`src/rtl/snz_pkg.sv`:
```
// Package: shared types for the snooze sequencer.
// Assumes: command codes are fixed by the front end that decodes them.
package snz_pkg;
    typedef enum logic [1:0] {
        ST_RUN   = 2'd0,
        ST_ENTER = 2'd1,
        ST_SLEEP = 2'd2,
        ST_WAKE  = 2'd3
    } snz_state_e;

    typedef enum logic [1:0] {
        CMD_IDLE  = 2'b00,
        CMD_DESEL = 2'b01,
        CMD_READ  = 2'b10,
        CMD_WRITE = 2'b11
    } snz_cmd_e;
endpackage

```
`src/rtl/snz_sync.sv`:
```
// Module: multi-stage synchronizer for the asynchronous snooze request.
// Assumes: STAGES >= 2; reset clears every stage to the awake value.
module snz_sync #(
    parameter int STAGES = 2
) (
    input  logic clk,
    input  logic rst_n,
    input  logic async_in,
    output logic sync_out
);
    logic [STAGES-1:0] chain;

    generate
        for (genvar g = 0; g < STAGES; g++) begin : g_stage
            // One synchronizer flop; stage 0 takes the raw pin.
            always_ff @(posedge clk) begin
                if (!rst_n)
                    chain[g] <= 1'b0;
                else if (g == 0)
                    chain[g] <= async_in;
                else
                    chain[g] <= chain[(g == 0) ? 0 : g-1];
            end
        end
    endgenerate

    assign sync_out = chain[STAGES-1];

    AST_SYNC_DELAY: assert property (@(posedge clk) disable iff (!rst_n)
        $rose(sync_out) |-> $past(chain[STAGES-2]));
endmodule

```
`src/rtl/snz_fsm.sv`:
```
// Module: run/entry/sleep/wake sequencer with one shared cycle counter.
// Assumes: sync_req is already synchronous; all window lengths are >= 1.
module snz_fsm
    import snz_pkg::*;
#(
    parameter int ENTER_CYC = 2,
    parameter int LP_CYC    = 2,
    parameter int WAKE_CYC  = 2
) (
    input  logic       clk,
    input  logic       rst_n,
    input  logic       sync_req,
    output snz_state_e state_o,
    output logic       lp_reached
);
    localparam int MAX_A = (ENTER_CYC > LP_CYC) ? ENTER_CYC : LP_CYC;
    localparam int MAXC  = (MAX_A > WAKE_CYC) ? MAX_A : WAKE_CYC;
    localparam int CW    = $clog2(MAXC + 1);
    localparam logic [CW-1:0] ENTER_LAST = CW'(ENTER_CYC - 1);
    localparam logic [CW-1:0] WAKE_LAST  = CW'(WAKE_CYC - 1);
    localparam logic [CW-1:0] LP_DONE    = CW'(LP_CYC);

    snz_state_e    state_q;
    logic [CW-1:0] cnt_q;

    // State and window counter update.
    always_ff @(posedge clk) begin
        if (!rst_n) begin
            state_q <= ST_RUN;
            cnt_q   <= '0;
        end else begin
            unique case (state_q)
                ST_RUN: begin
                    if (sync_req) begin
                        state_q <= ST_ENTER;
                        cnt_q   <= '0;
                    end
                end
                ST_ENTER: begin
                    if (cnt_q == ENTER_LAST) begin
                        state_q <= ST_SLEEP;
                        cnt_q   <= '0;
                    end else begin
                        cnt_q <= cnt_q + 1'b1;
                    end
                end
                ST_SLEEP: begin
                    if (!sync_req) begin
                        state_q <= ST_WAKE;
                        cnt_q   <= '0;
                    end else if (cnt_q != LP_DONE) begin
                        cnt_q <= cnt_q + 1'b1;
                    end
                end
                ST_WAKE: begin
                    if (sync_req) begin
                        state_q <= ST_ENTER;
                        cnt_q   <= '0;
                    end else if (cnt_q == WAKE_LAST) begin
                        state_q <= ST_RUN;
                        cnt_q   <= '0;
                    end else begin
                        cnt_q <= cnt_q + 1'b1;
                    end
                end
                default: begin
                    state_q <= ST_RUN;
                    cnt_q   <= '0;
                end
            endcase
        end
    end

    // Status decode from the registered state.
    always_comb begin
        state_o    = state_q;
        lp_reached = (state_q == ST_SLEEP) && (cnt_q == LP_DONE);
    end

    AST_ENTER_NEEDS_REQ: assert property (@(posedge clk) disable iff (!rst_n)
        (state_q == ST_ENTER && $past(state_q) != ST_ENTER) |-> $past(sync_req));
    AST_SLEEP_AFTER_ENTER: assert property (@(posedge clk) disable iff (!rst_n)
        (state_q == ST_SLEEP && $past(state_q) != ST_SLEEP) |-> $past(state_q) == ST_ENTER);
    AST_WAKE_FROM_SLEEP: assert property (@(posedge clk) disable iff (!rst_n)
        (state_q == ST_WAKE && $past(state_q) != ST_WAKE) |-> $past(state_q) == ST_SLEEP);
    AST_LP_IN_SLEEP: assert property (@(posedge clk) disable iff (!rst_n)
        $rose(lp_reached) |-> $past(state_q) == ST_SLEEP);
endmodule

```
`src/rtl/snz_viol.sv`:
```
// Module: flags commands that are illegal for the current sequencer phase.
// Assumes: cmd is valid on every edge; the flag is a registered one-cycle pulse.
module snz_viol
    import snz_pkg::*;
(
    input  logic       clk,
    input  logic       rst_n,
    input  snz_state_e state_i,
    input  logic [1:0] cmd,
    output logic       viol
);
    logic is_rw;
    logic is_wr;
    logic bad;

    // Classify the command and the phase it lands in.
    always_comb begin
        is_rw = (cmd == CMD_READ) || (cmd == CMD_WRITE);
        is_wr = (cmd == CMD_WRITE);
        bad   = ((state_i == ST_ENTER) && is_rw) ||
                ((state_i == ST_WAKE)  && is_wr);
    end

    // Register the violation pulse.
    always_ff @(posedge clk) begin
        if (!rst_n)
            viol <= 1'b0;
        else
            viol <= bad;
    end

    AST_VIOL_NEEDS_ACCESS: assert property (@(posedge clk) disable iff (!rst_n)
        viol |-> $past(is_rw));
    AST_VIOL_PHASE: assert property (@(posedge clk) disable iff (!rst_n)
        viol |-> ($past(state_i) == ST_ENTER || $past(state_i) == ST_WAKE));
    AST_WAKE_READ_OK: assert property (@(posedge clk) disable iff (!rst_n)
        (state_i == ST_WAKE && !is_wr) |=> !viol);
endmodule

```
`src/rtl/snz_seq.sv`:
```
// Module: top of the snooze power-down sequencer.
// Assumes: snooze_pin is asynchronous; rst_n is synchronous to clk.
module snz_seq
    import snz_pkg::*;
#(
    parameter int SYNC_STAGES = 2,
    parameter int ENTER_CYC   = 2,
    parameter int LP_CYC      = 2,
    parameter int WAKE_CYC    = 2
) (
    input  logic       clk,
    input  logic       rst_n,
    input  logic       snooze_pin,
    input  logic [1:0] cmd,
    output logic       in_en,
    output logic       out_off,
    output logic       asleep,
    output logic       viol
);
    logic       req_s;
    snz_state_e state;
    logic       lp;

    snz_sync #(.STAGES(SYNC_STAGES)) u_sync (
        .clk      (clk),
        .rst_n    (rst_n),
        .async_in (snooze_pin),
        .sync_out (req_s)
    );

    snz_fsm #(
        .ENTER_CYC (ENTER_CYC),
        .LP_CYC    (LP_CYC),
        .WAKE_CYC  (WAKE_CYC)
    ) u_fsm (
        .clk        (clk),
        .rst_n      (rst_n),
        .sync_req   (req_s),
        .state_o    (state),
        .lp_reached (lp)
    );

    snz_viol u_viol (
        .clk     (clk),
        .rst_n   (rst_n),
        .state_i (state),
        .cmd     (cmd),
        .viol    (viol)
    );

    // Drive gate and status outputs from the sequencer phase.
    always_comb begin
        in_en   = (state != ST_SLEEP);
        out_off = (state == ST_SLEEP);
        asleep  = lp;
    end

    AST_ASLEEP_GATED: assert property (@(posedge clk) disable iff (!rst_n)
        asleep |-> $past(out_off));
    AST_GATE_OPENS_ON_WAKE: assert property (@(posedge clk) disable iff (!rst_n)
        $fell(out_off) |-> (in_en && !asleep));
endmodule

```
`config.mk`:
```
export PLATFORM = sky130hd
export DESIGN_NAME = snz_seq
export DESIGN_NICKNAME = d
export VERILOG_FILES = /design/src/rtl/snz_pkg.sv /design/src/rtl/snz_sync.sv /design/src/rtl/snz_fsm.sv /design/src/rtl/snz_viol.sv /design/src/rtl/snz_seq.sv
export SDC_FILE = /design/constraint.sdc
export NUM_CORES = 1
export LEC_CHECK = 0
export ABC_AREA = 1
export BUFFER_PORTS_ARGS = -buffer_cell sky130_fd_sc_hd__buf_2
export CAP_MARGIN = 25
export CORE_AREA = 2 2 39 41
export CTS_BUF_LIST = sky130_fd_sc_hd__clkbuf_8
export DETAILED_ROUTE_END_ITERATION = 8
export DIE_AREA = 0 0 41 43
export HOLD_SLACK_MARGIN = 0.05
export SLEW_MARGIN = 20
export SYNTH_ARGS = -nofsm -noshare
export SYNTH_HDL_FRONTEND = slang
export SYNTH_SLANG_ARGS = --single-unit
```
`constraint.sdc`:
```
create_clock -name clk -period 1.4 [get_ports clk]
set_input_delay 0 -clock clk [delete_from_list [all_inputs] [get_ports clk]]
set_output_delay 0 -clock clk [all_outputs]
set_load 0.1 [all_outputs]
```
==> results.json <==
{
  "crit_path_start": "u_fsm.state_o[0]",
  "drive_above_1_share_pct": 23.17,
  "drt-vias-per-instance": 4.286,
  "cts.path.max_buffers": 2,
  "synth_cell_types": 12,
  "grt_overflow": 0,
  "arrival_ns": 1.28,
  "drt-met1-wl_um": 372,
  "clock_sinks": 7,
  "peakVddDrop_v": 0.0008703,
  "clkTransAtPathRegs_ns": 0.04,
  "diodes": 0,
  "antenna_found_initial": 0,
  "synthesis.area_um2": 445.4,
  "start_kind": "register",
  "top_layer_used": "met3",
  "max_freq_ghz": 0.7795,
  "endpoint_kind": "primary output",
  "dr.pass1.iters": 2,
  "fill_cells": 143,
  "cts_tree": "built",
  "worstMarginPinSlew_ns": 0.4837,
  "cts.htree.levels": 1,
  "die_y_um": 43,
  "synth_seq_cells": 7,
  "worstPathMaxFanout": 5,
  "endpoint": "out_off",
  "grt_usage_pct": 11.98,
  "final_core_util_pct": 46.93,
  "drc": 0,
  "yosysTopAreaCell": "dfxtp_1",
  "rrSetupSlack_ns": 0.15,
  "worstReg2RegStart": "u_fsm.state_o[0]",
  "synth-seq-area-share_pct": 31.46,
  "wl_per_cell_um": 8.622,
  "period_share_pct": 91.63,
  "routed_wl_um": 845,
  "hpwl_um": 656.8,
  "die_area_um2": 1763,
  "final_nets": 95,
  "grt_pass1_wl_um": 1414,
  "slew_headroom_pct": 67.97,
  "dieWidth_um": 41,
  "drtIter0Drc": 4,
  "start_util_pct": 32.19,
  "slew_viol_final": 0,
  "grt_pass1_vias": 385,
  "cp.required_ns": 1.40,
  "synth_cells": 65,
  "powerDensity_nw_per_um2": 1557,
  "coreArea_um2": 1384,
  "clk_latency_ns": 0.22,
  "r2r-end": "u_fsm.cnt_q[0]",
  "synth_warnings": 0,
  "synth_area_per_cell_um2": 6.853,
  "final_cell_mix": "nand2_1 (20), inv_1 (16), ha_1 (6), buf_2 (6)",
  "drv_cap": 0,
  "synth_area_leaders": "dfxtp_1 (31%), ha_1 (20%), nand2_1 (17%)",
  "met2WireLength_um": 447,
  "ant_nets": 0,
  "row_count": 14,
  "cts_made_buffers": 3,
  "final_common_cell": "nand2_1",
  "synth_fp_nets": 77,
  "layout_min_cycle_time_ns": 1.283,
  "vias": 420,
  "gp_congestion": 0.7198,
  "p_leak_uw": 0.0003212,
  "finalClockSkew_ns": 0.001625,
  "io_buffers": 8,
  "cts_setup_buffers": 0,
  "grt_max_degree": 6,
  "pin_count": 9,
  "hold_viol": 0,
  "rsz0062_at_grt": "false",
  "reg2reg_depth": 8,
  "yosysTopAreaCellShare_pct": 31.46,
  "hold_class": "reg -> reg",
  "setup_viol": 0,
  "fin_tns_setup_ns": 0,
  "clock-root-buffer": "clkbuf_8",
  "met3_length_um": 25,
  "syn_to_final_growth_pct": 45.79,
  "path_class": "reg -> out",
  "status": "completed"
}
## state kept, by name (all words and copies together) (netlist names)
register / flops
u_sync.chain: 1
u_fsm.cnt_q: 2
u_fsm.state_o: 2
u_viol.viol: 1
u_sync.sync_out: 1
## synthesized netlist by cell type
cell     instances
a21oi_2          1
nor2_1           1
inv_1           16
nand2_1         20
nand3_1          4
nand2_2          2
dfxtp_1          7
ha_1             7
nor2_2           1
o21ai_0          1
a21oi_1          4
or2_0            1
## where the power goes
group          switching [uW]  internal, uW  leakage, uW
combinational             322           149     0.000236
sequential               34.4           238    0.0000580
clock                    78.5           189    0.0000269
## kinds of logic (layout without fill, tap and decap cells)
kind of cell    count (synthesis)  after routing  share of synthesized area [%]
flops                           7              7                          31.46
buf+inv                        16             33                          13.48
compound gates                  6              6                          7.584
simple gates                   29             29                          27.81
fa+ha+maj                       7              7                          19.66
## critical path, stage by stage (launching register included)
cell,delay [ns]
dfxtp_2,0.33
inv_1,0.13
ha_4,0.17
buf_2,0.42
## per-stage QoR
stage                     worst slack, ns  power (uW)  cell area, um^2  std cells  hold slack (ns)
after floorplan                   0.01675       639.5            461.7         65          0.09345
after global placement            0.09298       725.8            551.8         89           0.1813
after detailed placement          0.08147       736.0            551.8         89           0.1856
after CTS                         0.06444        1021            646.9         98           0.4044
after global routing              0.05930        1092            649.4         98           0.4328
final                              0.1171        1011            649.4         98           0.4017
## routing by layer
metal	track usage [%]	vias to the layer above
li1	-	225
met2	19.69	6
met1	12.34	189
met4	4.000	0
met5	0	-
met3	6.283	0
## worst min-delay path by stage
stage,start,end,slack [ns],depth (start not counted)
floorplan,rst_n,u_sync.chain[0],0.09,2
global placement,snooze_pin,u_sync.chain[0],0.18,3
detailed placement,snooze_pin,u_sync.chain[0],0.19,3
CTS,u_sync.chain[0],u_sync.sync_out,0.40,2
global route,u_sync.chain[0],u_sync.sync_out,0.43,2
finish,u_sync.chain[0],u_sync.sync_out,0.40,2
## final cells by class
type / count / area, um^2 / area share, %
well taps: 16 / 20.02 / 3.083
flip-flops and latches: 7 / 142.6 / 21.97
multi-input cells: 42 / 257.7 / 39.69
clock inverters: 1 / 3.754 / 0.5780
inverters: 16 / 63.81 / 9.827
repair buffers: 13 / 120.1 / 18.50
clock buffers: 3 / 41.29 / 6.358
## timing repair
item,in CTS,in global routing
resized for setup,0,2
hold buffers,5,0
setup endpoints to repair,0,3
hold endpoints to repair,3,0
Note: power is estimated with default switching activity, not from simulation.
